`config.mk`:
```
export PLATFORM = sky130hd
export DESIGN_NAME = npc_unit
export DESIGN_NICKNAME = d
export VERILOG_FILES = /design/src/rtl/npc_pkg.sv /design/src/rtl/npc_incr.sv /design/src/rtl/npc_branch_tgt.sv /design/src/rtl/npc_jump_tgt.sv /design/src/rtl/npc_unit.sv
export SDC_FILE = /design/constraint.sdc
export NUM_CORES = 1
export LEC_CHECK = 0
export CORE_MARGIN = 4
export CORE_UTILIZATION = 49
export DETAILED_ROUTE_END_ITERATION = 8
export GPL_TIMING_DRIVEN = 0
export PLACE_DENSITY = 0.85
export SLEW_MARGIN = 20
export SYNTH_ARGS = -nofsm -noshare
export SYNTH_HDL_FRONTEND = slang
export SYNTH_SLANG_ARGS = --single-unit
export TNS_END_PERCENT = 1
```
`constraint.sdc`:
```
create_clock -name vclk -period 6.15
set_clock_uncertainty 0.15 [all_clocks]
set_input_delay 1.23 -clock vclk [all_inputs]
set_output_delay 1.23 -clock vclk [all_outputs]
set_load 0.03 [all_outputs]
```
`src/rtl/npc_pkg.sv`:
```
package npc_pkg;
  typedef enum logic [1:0] {
    NPC_SEQ = 2'd0,
    NPC_BRANCH = 2'd1,
    NPC_JUMP = 2'd2
  } npc_sel_e;
endpackage

```
`src/rtl/npc_incr.sv`:
```
module npc_incr #(
  parameter int ADDR_W = 32,
  parameter int WORD_SHIFT = 2
) (
  input  logic [ADDR_W-1:0] pc_in,
  output logic [ADDR_W-1:0] pc_plus
);
  localparam logic [ADDR_W-1:0] STEP = ADDR_W'(1) << WORD_SHIFT;

  always_comb begin
    pc_plus = pc_in + STEP;
  end

  always_comb begin
    AST_INCR_LOW_KEPT: assert (pc_plus[WORD_SHIFT-1:0] == pc_in[WORD_SHIFT-1:0]);
  end
endmodule

```
`src/rtl/npc_branch_tgt.sv`:
```
module npc_branch_tgt #(
  parameter int ADDR_W = 32,
  parameter int IMM_W = 16,
  parameter int WORD_SHIFT = 2
) (
  input  logic [ADDR_W-1:0] base,
  input  logic [IMM_W-1:0]  offs_words,
  output logic [ADDR_W-1:0] target
);
  localparam int EXT_W = ADDR_W - IMM_W;

  logic [ADDR_W-1:0] offs_ext;
  logic [ADDR_W-1:0] offs_bytes;

  always_comb begin
    offs_ext   = {{EXT_W{offs_words[IMM_W-1]}}, offs_words};
    offs_bytes = offs_ext << WORD_SHIFT;
    target     = base + offs_bytes;
  end

  always_comb begin
    AST_BR_ALIGN_KEPT: assert (target[WORD_SHIFT-1:0] == base[WORD_SHIFT-1:0]);
  end
endmodule

```
`src/rtl/npc_jump_tgt.sv`:
```
module npc_jump_tgt #(
  parameter int ADDR_W = 32,
  parameter int JIDX_W = 26,
  parameter int WORD_SHIFT = 2,
  localparam int REGION_W = ADDR_W - JIDX_W - WORD_SHIFT
) (
  input  logic [REGION_W-1:0] region,
  input  logic [JIDX_W-1:0]   index,
  output logic [ADDR_W-1:0]   target
);
  always_comb begin
    target = {region, index, {WORD_SHIFT{1'b0}}};
  end
endmodule

```
`src/rtl/npc_unit.sv`:
```
module npc_unit #(
  parameter int ADDR_W = 32,
  parameter int IMM_W = 16,
  parameter int JIDX_W = 26,
  parameter int WORD_SHIFT = 2
) (
  input  logic [ADDR_W-1:0] pc_cur,
  input  logic [JIDX_W-1:0] instr_idx,
  input  logic              is_branch,
  input  logic              is_jump,
  input  logic              alu_zero,
  output logic [ADDR_W-1:0] pc_next
);
  import npc_pkg::*;

  localparam int REGION_W = ADDR_W - JIDX_W - WORD_SHIFT;

  logic [ADDR_W-1:0] seq_addr;
  logic [ADDR_W-1:0] br_addr;
  logic [ADDR_W-1:0] jmp_addr;
  npc_sel_e          sel;

  npc_incr #(.ADDR_W(ADDR_W), .WORD_SHIFT(WORD_SHIFT)) u_incr (
    .pc_in  (pc_cur),
    .pc_plus(seq_addr)
  );

  npc_branch_tgt #(.ADDR_W(ADDR_W), .IMM_W(IMM_W), .WORD_SHIFT(WORD_SHIFT)) u_br (
    .base      (seq_addr),
    .offs_words(instr_idx[IMM_W-1:0]),
    .target    (br_addr)
  );

  npc_jump_tgt #(.ADDR_W(ADDR_W), .JIDX_W(JIDX_W), .WORD_SHIFT(WORD_SHIFT)) u_jmp (
    .region(seq_addr[ADDR_W-1 -: REGION_W]),
    .index (instr_idx),
    .target(jmp_addr)
  );

  always_comb begin
    if (is_jump)                    sel = NPC_JUMP;
    else if (is_branch && alu_zero) sel = NPC_BRANCH;
    else                            sel = NPC_SEQ;
  end

  always_comb begin
    unique case (sel)
      NPC_JUMP:   pc_next = jmp_addr;
      NPC_BRANCH: pc_next = br_addr;
      default:    pc_next = seq_addr;
    endcase
  end

  always_comb begin
    if (!is_branch && !is_jump)
      AST_NOBR_SEQ: assert (pc_next == seq_addr);
    if (is_jump)
      AST_JUMP_OVERRIDES: assert (pc_next == jmp_addr);
    if (is_jump)
      AST_JUMP_ALIGNED: assert (pc_next[WORD_SHIFT-1:0] == '0);
    if (is_jump)
      AST_JUMP_REGION: assert (pc_next[ADDR_W-1 -: REGION_W] == seq_addr[ADDR_W-1 -: REGION_W]);
  end
endmodule

```
==> metrics.yaml <==
pwr:
  power.leakage_nw: 1.937
  power_density_nw_per_um2: 100.8
  peakVddDrop_mv: 0.06412
  power.total_w: 0.0004467
floorplan:
  die_w_um: 84.12
  dieArea_um2: 7075
  chipHeight_um: 84.12
  start_util_pct: 50.93
  core_um2: 5574
  fp-row-count: 27
  io_pins: 93
cells_and_area:
  mostFrequentLayoutCell: "clkdlybuf4s50_1"
  fin_nets: 633
  seq_cells: 0
  area_growth_pct: 56.06
  diodes: 0
  clock_buffers: 0
  layout_common_cells: "clkdlybuf4s50_1, nand2_1, a21oi_1"
  fill_cells: 381
  register_area_um2: 0
  drive_above_1_share_pct: 22.10
setup_path:
  cp_max_fo: 5
  startpoint_type: "input port"
  path_class: "in -> out"
  critPathCaptureType: "output pin"
  crit_arrival_ps: 4750
  worst_ep_required_time_ps: 4770
  critPathCapture: "pc_next[31]"
  critPathLaunch: "pc_cur[18]"
detailed_routing:
  vias: 3979
  dr.pass1.iters: 5
  postRouteWirelength_mm: 11.53
  routedWlPerCell_um: 19.03
  vias_per_cell: 6.566
  drc: 0
  dr.first_iter.drc_count: 455
  drtAntennaViolNets: 0
sta:
  tns_ps: 0
  slew_headroom_pct: 22.76
  timing.final.crit_share_pct: 99.70
  min_period_ps: 6132
  finalHoldWorstSlack_ps: 3003
  setup-violations-final: 0
  slew_violations: 0
  max_slew.worst_pin.slew_ps: 1157
  hold_viol_final: 0
  fmax_mhz: 163.1
logic_synthesis:
  yosysSeqAreaShare_pct: 0
  avgSynthCellArea_um2: 6.759
  netlist_instances: 420
  synth_cell_types: 61
  yosys_warnings: 0
  syn-num-nets: 517
  syn_area_um2: 2839
global_route:
  first_global_vias: 3486
  grt_start_max_net_pins: 25
  gr-usage-all-layers_pct: 28.07
  grt_pass1_wl_mm: 16.82
  overflow: 0
  antenna_found_initial: 0
placement:
  place_congestion: 0.9297
  dp.final_hpwl_mm: 8.080
  portBuffers: 92
run_status:
  outcome: "finished, final reports clean"
job:
  max_cap_violations: 0
min_path:
  min_path_type: "in -> out"
layout make-up:
| class | instances | area (um2) | area share [%] |
|---|---|---|---|
| multi-input cells | 390 | 3133 | 70.71 |
| repair buffers | 116 | 1102 | 24.88 |
| well taps | 72 | 90.09 | 2.033 |
| inverters | 16 | 60.06 | 1.356 |
| plain buffers | 12 | 45.04 | 1.017 |
critical path, stage by stage:
cell             delay, ps
clkdlybuf4s50_1        630
nand4_4                210
nor3_4                 280
nand3_1                130
xnor2_1                280
ha_1                   350
or2_2                  350
a21oi_1                260
nor2_1                 140
o22ai_2                200
nor2_4                  80
a211o_1                300
nor3_2                 120
buf_4                  190
metrics by stage:
| stage | cells | utilization, % | cell area, um2 | setup WS [ps] |
|---|---|---|---|---|
| after floorplan | 420 | - | 2839 | 335.3 |
| after global placement | 584 | 69.07 | 3850 | -1129 |
| after detailed placement | 584 | 69.07 | 3850 | -1156 |
| after CTS | 589 | 72.68 | 4051 | -243.9 |
| after global routing | 606 | 79.48 | 4431 | -105.4 |
| final | 606 | 79.48 | 4431 | 18.46 |
routing by layer:
metal  global-route usage (%)  part of all wire (%)  up-vias
li1                         -                     -     1800
met1                    39.59                    40     1815
met2                    46.20                    46      306
met3                    2.073                   9.8       58
met4                    6.725                   3.7        0
met5                        0                     0        -
repair_timing:
action | CTS | global route
setup endpoints to repair | 22 | 22
buffers inserted | 5 | 19
gates resized for setup | 108 | 65
hold buffers | 0 | 0
pin swaps | 10 | 33
logic make-up (layout without fill, tap and decap cells):
family	after synthesis	after routing	synth area share (%)
fa+ha+maj	36	36	16.13
xor+xnor	47	47	15.16
simple gates	162	162	30.14
buf+inv	30	144	3.967
compound gates	138	138	31.95
mux	7	7	2.644
cell usage after synthesis (all sizes together) (9+ instances only):
| cell type | count | area (um2) |
|---|---|---|
| nor3 | 10 | 55.05 |
| clkbuf | 13 | 48.80 |
| xor2 | 17 | 148.9 |
| nand2 | 40 | 150.1 |
| a21oi | 42 | 210.2 |
| nand3 | 16 | 85.08 |
| inv | 16 | 60.06 |
| a211oi | 9 | 72.57 |
| and3 | 12 | 75.07 |
| a21o | 11 | 82.58 |
| nor2 | 40 | 150.1 |
| o21a | 11 | 82.58 |
| xnor2 | 30 | 281.5 |
| nand4 | 11 | 90.08 |
| ha | 35 | 437.9 |
| o21ai | 20 | 100.1 |
worst min path at each step:
stage / start / endpoint / slack [ps] / cells past startpoint
after floorplan: instr_idx[14] / pc_next[16] / 2510 / 2
after global placement: pc_cur[1] / pc_next[1] / 3400 / 3
after detailed placement: pc_cur[1] / pc_next[1] / 3400 / 3
after CTS: instr_idx[23] / pc_next[25] / 3010 / 3
after global routing: instr_idx[23] / pc_next[25] / 3020 / 3
final: instr_idx[23] / pc_next[25] / 3000 / 3
power breakdown:
part / internal (W) / switching [W]
Clock: 0 / 0
Combinational: 0.000197 / 0.000249
Sequential: 0 / 0
Total: 0.000197 / 0.000249
No activity file was read; power rests on OpenSTA's default activity.
